==> src/rtl/muldiv_pkg.sv <==
package muldiv_pkg;

    typedef enum logic [1:0] {
        ST_IDLE = 2'd0,
        ST_RUN  = 2'd1,
        ST_DONE = 2'd2
    } md_state_t;

    typedef enum logic {
        OP_MUL = 1'b0,
        OP_DIV = 1'b1
    } md_op_t;

endpackage

==> src/rtl/mcyc_sequencer.sv <==
module mcyc_sequencer #(
    parameter int CLKS_PER_MC = 12,
    parameter int NUM_MC      = 4,
    parameter int NUM_STEPS   = 8
) (
    input  logic clk,
    input  logic rst_n,
    input  logic load,
    input  logic run,
    output logic step,
    output logic last
);
    localparam int TOTAL     = CLKS_PER_MC * NUM_MC;
    localparam int STEP_CLKS = (TOTAL / NUM_STEPS) < 1 ? 1 : (TOTAL / NUM_STEPS);
    localparam int CW        = (TOTAL > 1) ? $clog2(TOTAL) : 1;
    localparam int PW        = (STEP_CLKS > 1) ? $clog2(STEP_CLKS) : 1;
    localparam int SW        = $clog2(NUM_STEPS + 1);

    logic [CW-1:0] cnt;
    logic [PW-1:0] phase;
    logic [SW-1:0] steps_taken;

    always_ff @(posedge clk) begin
        if (!rst_n || load) begin
            cnt         <= '0;
            phase       <= '0;
            steps_taken <= '0;
        end else if (run) begin
            cnt   <= cnt + 1'b1;
            phase <= (phase == PW'(STEP_CLKS - 1)) ? '0 : phase + 1'b1;
            if (step) begin
                steps_taken <= steps_taken + 1'b1;
            end
        end
    end

    always_comb begin
        step = run && (phase == '0) && (steps_taken < SW'(NUM_STEPS));
        last = run && (cnt == CW'(TOTAL - 1));
    end

    // a start during the run must not disturb the window count
    assert_count_advances_R7: assert property (@(posedge clk) disable iff (!rst_n)
        (run && !last && !load) |=> (cnt == $past(cnt) + 1'b1));

endmodule

==> src/rtl/mul_shift_add.sv <==
module mul_shift_add #(
    parameter int W = 8
) (
    input  logic         clk,
    input  logic         rst_n,
    input  logic         load,
    input  logic         step,
    input  logic [W-1:0] a,
    input  logic [W-1:0] b,
    output logic [W-1:0] prod_lo,
    output logic [W-1:0] prod_hi
);
    logic [W-1:0] hi_q, lo_q, mcand_q;
    logic [W:0]   sum;

    always_comb begin
        sum = {1'b0, hi_q} + (lo_q[0] ? {1'b0, mcand_q} : '0);
    end

    always_ff @(posedge clk) begin
        if (!rst_n) begin
            hi_q    <= '0;
            lo_q    <= '0;
            mcand_q <= '0;
        end else if (load) begin
            hi_q    <= '0;
            lo_q    <= a;
            mcand_q <= b;
        end else if (step) begin
            hi_q <= sum[W:1];
            lo_q <= {sum[0], lo_q[W-1:1]};
        end
    end

    assign prod_lo = lo_q;
    assign prod_hi = hi_q;

endmodule

==> src/rtl/div_restoring.sv <==
module div_restoring #(
    parameter int W = 8
) (
    input  logic         clk,
    input  logic         rst_n,
    input  logic         load,
    input  logic         step,
    input  logic [W-1:0] a,
    input  logic [W-1:0] b,
    output logic [W-1:0] quot,
    output logic [W-1:0] rem,
    output logic         dvsr_zero
);
    logic [W-1:0] rem_q, quo_q, dvsr_q;
    logic [W:0]   shifted, diff;
    logic         fits;

    always_comb begin
        shifted = {rem_q, quo_q[W-1]};
        fits    = (shifted >= {1'b0, dvsr_q});
        diff    = shifted - {1'b0, dvsr_q};
    end

    always_ff @(posedge clk) begin
        if (!rst_n) begin
            rem_q  <= '0;
            quo_q  <= '0;
            dvsr_q <= '0;
        end else if (load) begin
            rem_q  <= '0;
            quo_q  <= a;
            dvsr_q <= b;
        end else if (step) begin
            rem_q <= fits ? diff[W-1:0] : shifted[W-1:0];
            quo_q <= {quo_q[W-2:0], fits};
        end
    end

    assign quot      = quo_q;
    assign rem       = rem_q;
    assign dvsr_zero = (dvsr_q == '0);

    // the partial remainder never reaches the divisor
    assert_partial_rem_below_dvsr_R3: assert property (@(posedge clk) disable iff (!rst_n)
        (dvsr_q != '0) |-> (rem_q < dvsr_q));

endmodule

==> src/rtl/muldiv_seq.sv <==
module muldiv_seq
    import muldiv_pkg::*;
#(
    parameter int W           = 8,
    parameter int CLKS_PER_MC = 12,
    parameter int NUM_MC      = 4
) (
    input  logic         clk,
    input  logic         rst_n,
    input  logic         start,
    input  logic         op_div,
    input  logic [W-1:0] a_in,
    input  logic [W-1:0] b_in,
    output logic         busy,
    output logic         done,
    output logic [W-1:0] a_out,
    output logic [W-1:0] b_out,
    output logic         cy_out,
    output logic         ov_out
);
    md_state_t    state, state_nx;
    md_op_t       op_q;
    logic         accept, step, last;
    logic [W-1:0] m_lo, m_hi, d_quo, d_rem;
    logic         d_zero;
    logic [W-1:0] res_a, res_b;
    logic         res_ov;

    assign accept = start && (state != ST_RUN);

    mcyc_sequencer #(
        .CLKS_PER_MC(CLKS_PER_MC),
        .NUM_MC     (NUM_MC),
        .NUM_STEPS  (W)
    ) u_seq (
        .clk  (clk),
        .rst_n(rst_n),
        .load (accept),
        .run  (state == ST_RUN),
        .step (step),
        .last (last)
    );

    mul_shift_add #(.W(W)) u_mul (
        .clk    (clk),
        .rst_n  (rst_n),
        .load   (accept),
        .step   (step && (op_q == OP_MUL)),
        .a      (a_in),
        .b      (b_in),
        .prod_lo(m_lo),
        .prod_hi(m_hi)
    );

    div_restoring #(.W(W)) u_div (
        .clk      (clk),
        .rst_n    (rst_n),
        .load     (accept),
        .step     (step && (op_q == OP_DIV)),
        .a        (a_in),
        .b        (b_in),
        .quot     (d_quo),
        .rem      (d_rem),
        .dvsr_zero(d_zero)
    );

    always_comb begin
        state_nx = state;
        unique case (state)
            ST_IDLE: if (start) state_nx = ST_RUN;
            ST_RUN:  if (last)  state_nx = ST_DONE;
            ST_DONE: state_nx = start ? ST_RUN : ST_IDLE;
            default: state_nx = ST_IDLE;
        endcase
    end

    always_ff @(posedge clk) begin
        if (!rst_n) begin
            state <= ST_IDLE;
            op_q  <= OP_MUL;
        end else begin
            state <= state_nx;
            if (accept) begin
                op_q <= md_op_t'(op_div);
            end
        end
    end

    always_comb begin
        busy = (state == ST_RUN);
        done = (state == ST_DONE);
    end

    always_comb begin
        if (op_q == OP_DIV) begin
            res_a  = d_quo;
            res_b  = d_rem;
            res_ov = d_zero;
        end else begin
            res_a  = m_lo;
            res_b  = m_hi;
            res_ov = (m_hi != '0);
        end
    end

    always_ff @(posedge clk) begin
        if (!rst_n) begin
            a_out  <= '0;
            b_out  <= '0;
            cy_out <= 1'b0;
            ov_out <= 1'b0;
        end else if (state == ST_RUN && last) begin
            a_out  <= res_a;
            b_out  <= res_b;
            cy_out <= 1'b0;
            ov_out <= res_ov;
        end
    end

    // done lasts one clock and never overlaps busy
    assert_done_single_R6: assert property (@(posedge clk) disable iff (!rst_n)
        done |=> !done);
    assert_done_after_busy_R6: assert property (@(posedge clk) disable iff (!rst_n)
        $rose(done) |-> (!busy && $past(busy)));
    // results change only on the completion edge
    assert_results_held_R8: assert property (@(posedge clk) disable iff (!rst_n)
        !done |-> $stable({a_out, b_out, cy_out, ov_out}));
    // multiply overflow mirrors a nonzero high byte
    assert_mul_ov_R4: assert property (@(posedge clk) disable iff (!rst_n)
        (done && op_q == OP_MUL) |-> (ov_out == (b_out != '0)));

endmodule

==> config.mk <==
export PLATFORM = sky130hd
export DESIGN_NAME = muldiv_seq
export DESIGN_NICKNAME = d
export VERILOG_FILES = /design/src/rtl/muldiv_pkg.sv /design/src/rtl/mcyc_sequencer.sv /design/src/rtl/mul_shift_add.sv /design/src/rtl/div_restoring.sv /design/src/rtl/muldiv_seq.sv
export SDC_FILE = /design/constraint.sdc
export NUM_CORES = 1
export LEC_CHECK = 0
export ABC_AREA = 0
export BUFFER_PORTS_ARGS = -buffer_cell sky130_fd_sc_hd__buf_2
export CORE_MARGIN = 10
export CORE_UTILIZATION = 39
export DETAILED_ROUTE_END_ITERATION = 6
export GPL_TIMING_DRIVEN = 1
export PLACE_DENSITY = 0.54
export SYNTH_ARGS = -nofsm -noshare
export SYNTH_HDL_FRONTEND = slang
export SYNTH_SLANG_ARGS = --single-unit
export TNS_END_PERCENT = 1
==> constraint.sdc <==
create_clock -name clk -period 2.86 [get_ports clk]
set_input_delay 0 -clock clk [delete_from_list [all_inputs] [get_ports clk]]
set_output_delay 0 -clock clk [all_outputs]
set_load 0.01 [all_outputs]
# Word level (Yosys, flattened, before mapping)
# Index checks and enable logic that the tools add are counted.
# word_totals
regBits	73
inputBits	20
output_inout_bits	20
# op_classes
n_addsub	5
magnitude_cmp	2
n_eq_ne	7
mux	14
bitwise_logic	2
reduce_logical	18
# ops
cell	count
$mux 8	8
$add 8x9->9	1
$ge 9x8->1	1
$logic_not 8->1	1
$reduce_bool 8->1	1
$sub 8x8->8	1
$logic_and 1x1->1	7
$add 6x1->6 const B	1
$eq 6x6->1 const B	1
$pmux 2 s3	1
$add 4x1->4 const B	1
$lt 4x4->1 const B	1
$mux 2	2
$ne 2x2->1 const B	2
$reduce_and 2->1	2
$reduce_bool 2->1	2
$add 3x1->3 const B	1
$eq 3x3->1 const B	1
$logic_not 3->1	1
$mux 3	1
$eq 2x1->1 const B	1
$eq 2x2->1 const B	1
$logic_not 2->1	1
$mux 1	2
5 further kinds	6

# Logic depth before layout (Yosys ltp)
# Gate-level depths: netlist (run 1).
# depth
ltp_word	6
mapped_depth	9
mapped_depth_nobuf	9

# By module
# From an unflattened synthesis (run 1), not the netlist that was laid out.
# unflattened
hier_cells	479
hier_area_um2	4345.4
# modules_own_cells
mod	n_inst	cells_each	area_each_um2
div_restoring	1	169	1445.1
mul_shift_add	1	151	1353.8
muldiv_seq	1	98	979.7
mcyc_sequencer	1	61	566.8

# Worst setup path before layout (run 1)
# No wires, ideal clock.
# synth_timing
kind	reg2reg
startpoint	register u_mul.lo_q[0], in the netlist u_mul.prod_lo[0]
endpoint	register u_mul.hi_q[7], in the netlist u_mul.prod_hi[7]
setup_ns	0.128
arrival_ns	2.097
t_required_ns	2.732
path_slack_ns	0.635
path_stages_with_launch	10
cell_sequence	dfxtp_1 > and2_1 > ha_1 > fa_1 > a21o_1 > nand4_1 > nand4b_1 > a21o_1 > a2111oi_0 > nor2_1
# synth_between
elab_chain_len	2
# synth_rtl
item	line_no	rtl
start: declaration	mul_shift_add.sv:13	logic [W-1:0] hi_q, lo_q, mcand_q;
start signal: assignment	mul_shift_add.sv:31	lo_q <= {sum[0], lo_q[W-1:1]};
$mux 8	mul_shift_add.sv:17	sum = {1'b0, hi_q} + (lo_q[0] ? {1'b0, mcand_q} : '0);
$add 8x9->9	mul_shift_add.sv:17	
end signal: assignment	mul_shift_add.sv:30	hi_q <= sum[W:1];
end: declaration	mul_shift_add.sv:13	
# Every way passes these cells.
# A chain may end at the register's enable or synchronous reset.

# Final worst setup path (run 1)
# Same ends and word-level chain as after synthesis.

==> results of run 1 <==
timing repair:
action | in CTS | in global routing
hold buffers | 17 | 0
setup buffers | 0 | 0
endpoints found under the hold margin | 22 | 0
logic make-up (layout without fill, tap and decap cells):
logic type | after synthesis | after routing
xor gates and xnor gates | 18 | 18
other | 1 | 1
adders and majority gates | 20 | 20
and+or+nand+nor | 155 | 155
buffers and inverters | 33 | 87
muxes | 26 | 26
DFF | 73 | 73
AOI/OAI and AO/OA | 103 | 103
per-stage QoR:
stage,utilization,area (µm²)
detailed placement,0.425,4110
floorplan,-,3840
CTS,0.463,4490
global route,0.463,4490
global placement,0.425,4110
finish,0.463,4490
synthesized netlist by cell type, types with 2 or more instances:
cell	count
nand4b_1	3
nand2_1	68
o21bai_1	2
and3_1	2
a211oi_1	4
nand2b_1	3
a22oi_1	10
nand3_1	15
nor2b_1	7
inv_1	9
a21oi_1	16
nor4_1	4
a21o_1	6
buf_4	4
a21boi_1	4
nand3b_1	2
o21ai_0	10
nor2_4	2
mux2i_1	26
a21boi_0	15
buf_6	3
ha_1	18
nor2_1	27
nand4_1	4
dfxtp_1	73
o21ai_1	3
clkbuf_1	9
o211a_1	21
a32oi_1	4
and2_1	11
buf_2	7
xnor2_1	10
xor2_1	8
fa_1	2
routing by layer:
layer | up-vias | wire length, µm | track usage
met5 | - | 0 | 0
met1 | 1458 | 4360 | 0.164
met2 | 43 | 4600 | 0.231
met4 | 0 | 203 | 0.0656
met3 | 13 | 436 | 0.0373
li1 | 1608 | - | -
power by group:
part	switching, mW	internal, mW
clock	0.426	0.433
combinational	0.183	0.139
sequential	0.0361	1.05
how the worst max path moves through the flow:
stage,startpoint,to,slack (ns)
floorplan,u_mul.prod_lo[0],u_mul.prod_hi[7],0.63
global placement,u_mul.prod_lo[0],u_mul.prod_hi[7],0.51
detailed placement,u_mul.prod_lo[0],u_mul.prod_hi[7],0.47
CTS,u_mul.prod_lo[0],u_mul.prod_hi[7],0.45
global route,u_mul.prod_lo[0],u_mul.prod_hi[7],0.24
finish,u_mul.prod_lo[0],u_mul.prod_hi[7],0.45
worst register-to-register path, delay by kind of cell (launching register included):
kind | cells | cell delay [ns]
compound gates | 3 | 0.80
fa+ha+maj | 2 | 0.62
flops | 1 | 0.39
simple gates | 4 | 0.48
layout make-up:
cell class / instances / area, µm² / area share
sequential: 73 / 1460 / 0.326
tap: 133 / 166 / 0.0371
clock inverter: 5 / 62.6 / 0.0139
multi-input combinational: 323 / 2210 / 0.493
inverter: 10 / 37.5 / 0.00837
clock buffer: 11 / 141 / 0.0315
timing repair buffer: 61 / 405 / 0.0904
registers in the layout, indices dropped and copies added (netlist names), 4 cells and up:
register	flops
a_out	8
b_out	8
u_div.quot	8
u_div.rem	8
u_mul.mcand_q	8
u_mul.prod_hi	8
u_mul.prod_lo	8
u_seq.cnt	6
u_seq.steps_taken	4
==> qor.txt, run 1 <==
post-synth top area share = 0.381
most common cell after layout, fill and taps aside = dfxtp_1
Initial Utilization = 0.397
fmax = 415 MHz
adder-cell area share of the yosys netlist = 0.0691
core area = 0.00968 mm²
PortBufs = 38
pre-CTS setup slack = 0.469 ns
CTS tree = yes
Hold Path Class = in -> reg
router iterations before antenna repair = 4
CTS Buffer Depth = 2
reg-to-reg critical path endpoint = u_mul.prod_hi[7]
final setup violation count = 0
R2R setup slack = 0.45 ns
Final period util = 0.842
GRT Util Overall = 0.139
initial antenna violation count = 0
WP buf/inv = 0
Top Family by Delay on Critical Path = compound AO/OA/AOI/OAI gates
dpl cells = 583
RSZ-0062 raised after global routing = no
Seq/Total Area, Yosys = 0.381
relative slew slack = 0.612
outcome = completed
Worst-path clk slew = 0.08 ns
Area Overhead vs Synth = 16.8%
crit-path max FO = 10
row count = 36
Post-Layout Cell Count = 616
post-route setup slack = 0.451 ns
DR vias = 3,122
total power = 2.27 mW
Die Wd = 119 µm
kind of critical path = reg -> reg
r2r worst-path depth = 9
mux cell area share after synthesis = 0.0678
CP dominant cell by count = a21o_1
Leak = 2.07 nW
WP data required = 3.11 ns
post-synthesis compound-gate area fraction = 0.200
drt via density = 5.07
Num CTS Buffers = 9
Async S/R FF share, synth = 0
Synth Area in XOR/XNOR = 0.0411
# fillers = 976
Hold EP = state[0]
Worst path slowest cell = fa_1
cell count after synthesis = 429
Worst IR Drop VDD = 0.000242 V
# diodes = 0
root buf cell = clkbuf_8
measured slew at the worst slew-check pin = 0.580 ns
first-pass GRT wire length = 16,200 µm
Synth Net Count = 469
cell taking the most area after synthesis = dfxtp_1
Power Dens Cells = 505 mW/mm²
commonest cells after routing, fill and taps aside = dfxtp_1, nand2_1, buf_2
hold path start = start
post-CTS sizing = 0
GPL Wtd Cong = 0.827
skew final = 0.0140 ns
share of layout cells above drive strength 1 = 0.145
vias in the first global route = 3,248
DP HPWL = 6800 µm
Synth area leaders = dfxtp_1, mux2i_1, nand2_1
worst hold path stage count = 4
Die Y = 119 µm
final WL = 9590 µm
Final min period = 2.41 ns
yosys warns = 0
Clock Latency Late Sink = 0.37 ns
Worst Path Arrival = 2.66 ns
Setup TNS Final = 0 ns
main combinational cell family by area after synthesis = compound AO/OA/AOI/OAI gates
critical path depth in cells = 9
Avg Cell Area, Syn = 8.95 µm²
maxcap violations = 0
drt wl/cell = 15.6 µm
Top FF cell, synth = dfxtp_1
Crit. End Element = flop
synthesized cell area = 0.00384 mm²
synthesized flop and latch total = 73
Nets = 518
largest net degree at the start of global routing = 46
Final Hold Fails = 0
crit path cell chain = and2_1 -> ha_1 -> fa_1 -> a21o_1 -> nand4_1 -> nand4b_1 -> a21o_1 -> a2111oi_0 -> nor2_1
hold slack = 0.0329 ns
Pins Over Slew Limit = 0
total grt overflow = 0
Detailed Route Iter0 Violations = 158
Post-synth EDFFs = 0
H-tree depth = 3
Simple-Gate Fraction of Synth Area = 0.196
antenna-violating nets left = 0
clock sinks = 73
die area = 0.0142 mm²
Unique masters post-synth = 51
Startpoint Class = flop
DRC = 0
CP peak stage delay = 0.41 ns
I/O Pins = 40
Reg2Reg Launch Point = u_mul.prod_lo[0]
Power figures use the tool's default switching activity.
==> inputs of run 2 (changes only) <==
==> constraint.sdc (replaced) <==
create_clock -name clk -period 2.3 [get_ports clk]
set_input_delay 0 -clock clk [delete_from_list [all_inputs] [get_ports clk]]
set_output_delay 0 -clock clk [all_outputs]
set_load 0.01 [all_outputs]
==> run 2 against run 1 <==
Compared with the run above: sequential power increased by 24%; combinational power increased by 30%; fmax grew 7.7%; flip-flop and latch count did not move; non-clock buffer count up 9; total power is 28% higher; global-route usage fell by 0.50 points; design area grew 2.7%; hold slack improved by 0.024 ns; sequential share of layout area shrank 0.84 points; utilization rose by 1.3 points; die area stayed put; critical path type unchanged; largest cell class unchanged.
==> qor.txt, run 2 (synthesized netlist as in run 1, its figures left out) <==
Detailed Route Iter0 Violations = 158
drt via density = 5.09
skew final = 0.0131 ns
Die Y = 119 µm
DRC = 0
Final period util = 0.972
PortBufs = 38
Leak = 2.12 nW
Hold EP = state[0]
initial antenna violation count = 0
Hold Path Class = in -> reg
final WL = 9510 µm
DP HPWL = 6860 µm
hold slack = 0.0564 ns
row count = 36
number of buffers added for setup after CTS = 0
GRT Util Overall = 0.135
Clock Latency Late Sink = 0.35 ns
# fillers = 979
final setup violation count = 0
Reg2Reg Launch Point = u_mul.prod_lo[0]
kind of critical path = reg -> reg
Final min period = 2.24 ns
most common cell after layout, fill and taps aside = dfxtp_1
core area = 0.00968 mm²
crit path cell chain = and2_1 -> ha_1 -> fa_2 -> a21o_1 -> nand4_1 -> nand4b_1 -> a21o_1 -> a2111oi_4 -> nor2_1
die area = 0.0142 mm²
relative slew slack = 0.646
fmax = 447 MHz
outcome = completed
Worst Path Arrival = 2.47 ns
Top Family by Delay on Critical Path = compound AO/OA/AOI/OAI gates
R2R setup slack = 0.06 ns
RSZ-0062 raised after global routing = yes
CTS Buffer Depth = 2
post-route setup slack = 0.0636 ns
Num CTS Buffers = 9
router iterations before antenna repair = 4
DR vias = 3,184
measured slew at the worst slew-check pin = 0.531 ns
Startpoint Class = flop
vias in the first global route = 3,219
Area Overhead vs Synth = 20.0%
Pins Over Slew Limit = 0
GPL Wtd Cong = 0.775
post-layout util = 0.476
Worst-path clk slew = 0.08 ns
WP data required = 2.54 ns
CP startpoint = u_mul.prod_lo[0]
Setup TNS Final = 0 ns
Crit. End Element = flop
crit-path max FO = 4
drt wl/cell = 15.2 µm
Power Dens Cells = 627 mW/mm²
WP buf/inv = 0
# diodes = 0
reg-to-reg critical path endpoint = u_mul.prod_hi[7]
CTS tree = yes
Nets = 527
first-pass GRT wire length = 15,800 µm
antenna-violating nets left = 0
Final Hold Fails = 0
Worst path slowest cell = fa_2
Initial Utilization = 0.397
CP peak stage delay = 0.36 ns
H-tree depth = 3
worst hold path stage count = 4
CP dominant cell by count = a21o_1
root buf cell = clkbuf_8
largest net degree at the start of global routing = 26
Die Wd = 119 µm
clock sinks = 73
r2r worst-path depth = 9
commonest cells after routing, fill and taps aside = dfxtp_1, nand2_1, buf_2
Worst IR Drop VDD = 0.000360 V
pre-CTS setup slack = -0.0327 ns
share of layout cells above drive strength 1 = 0.171
maxcap violations = 0
total grt overflow = 0
hold path start = start
I/O Pins = 40
[run 2: per-stage QoR]
stage / instances / power (mW) / instance area, µm²
CTS: 625 / 2.92 / 4570
global placement: 592 / 1.77 / 4180
global route: 625 / 3.04 / 4610
finish: 625 / 2.89 / 4610
detailed placement: 592 / 1.77 / 4180
floorplan: 429 / 1.66 / 3840
[run 2: repair_timing]
item	4_1_cts	5_1_grt
pin swaps	0	1
endpoints found under the hold margin	22	0
resized for setup	2	5
setup endpoints to repair	1	2
hold buffers	17	0
[run 2: worst max-delay path by stage]
stage                       end  slack (ns)  depth (start not counted)
4_1_cts        u_mul.prod_hi[7]        0.02                          9
6_report       u_mul.prod_hi[7]        0.06                          9
5_1_grt        u_mul.prod_hi[7]      -0.004                          9
3_3_place_gp   u_mul.prod_hi[7]        0.02                          9
2_1_floorplan  u_mul.prod_hi[7]        0.07                          9
3_5_place_dp   u_mul.prod_hi[7]       -0.03                          9
[run 2: routing by layer]
layer  up-vias  routed length [µm]  global-route usage
met5         -                   0                   0
met4         0                 104              0.0458
li1       1639                   -                   -
met2        44                4690               0.221
met1      1492                4330               0.164
met3         9                 385              0.0397
[run 2: cell type report]
class                           count  area, µm²  area share
Inverter                           10       37.5     0.00815
Timing Repair Buffer               70        473       0.103
Clock inverter                      6       91.3      0.0198
Clock buffer                       10        128      0.0277
Tap cell                          133        166      0.0361
Sequential cell                    73       1460       0.317
Multi-Input combinational cell    323       2250       0.488
[run 2: power breakdown]
part	switching (mW)	internal, mW	leakage [nW]
sequential	0.0416	1.31	0.594
clock	0.508	0.617	0.111
combinational	0.235	0.183	1.42
total	0.785	2.11	2.12
[run 2: worst register-to-register path: stages, from the launching register on]
cell and delay [ns]:
dfxtp_2 0.34, and2_1 0.15, ha_1 0.20, fa_2 0.36, a21o_1 0.20, nand4_1 0.09
nand4b_1 0.13, a21o_1 0.22, a2111oi_4 0.36, nor2_1 0.07
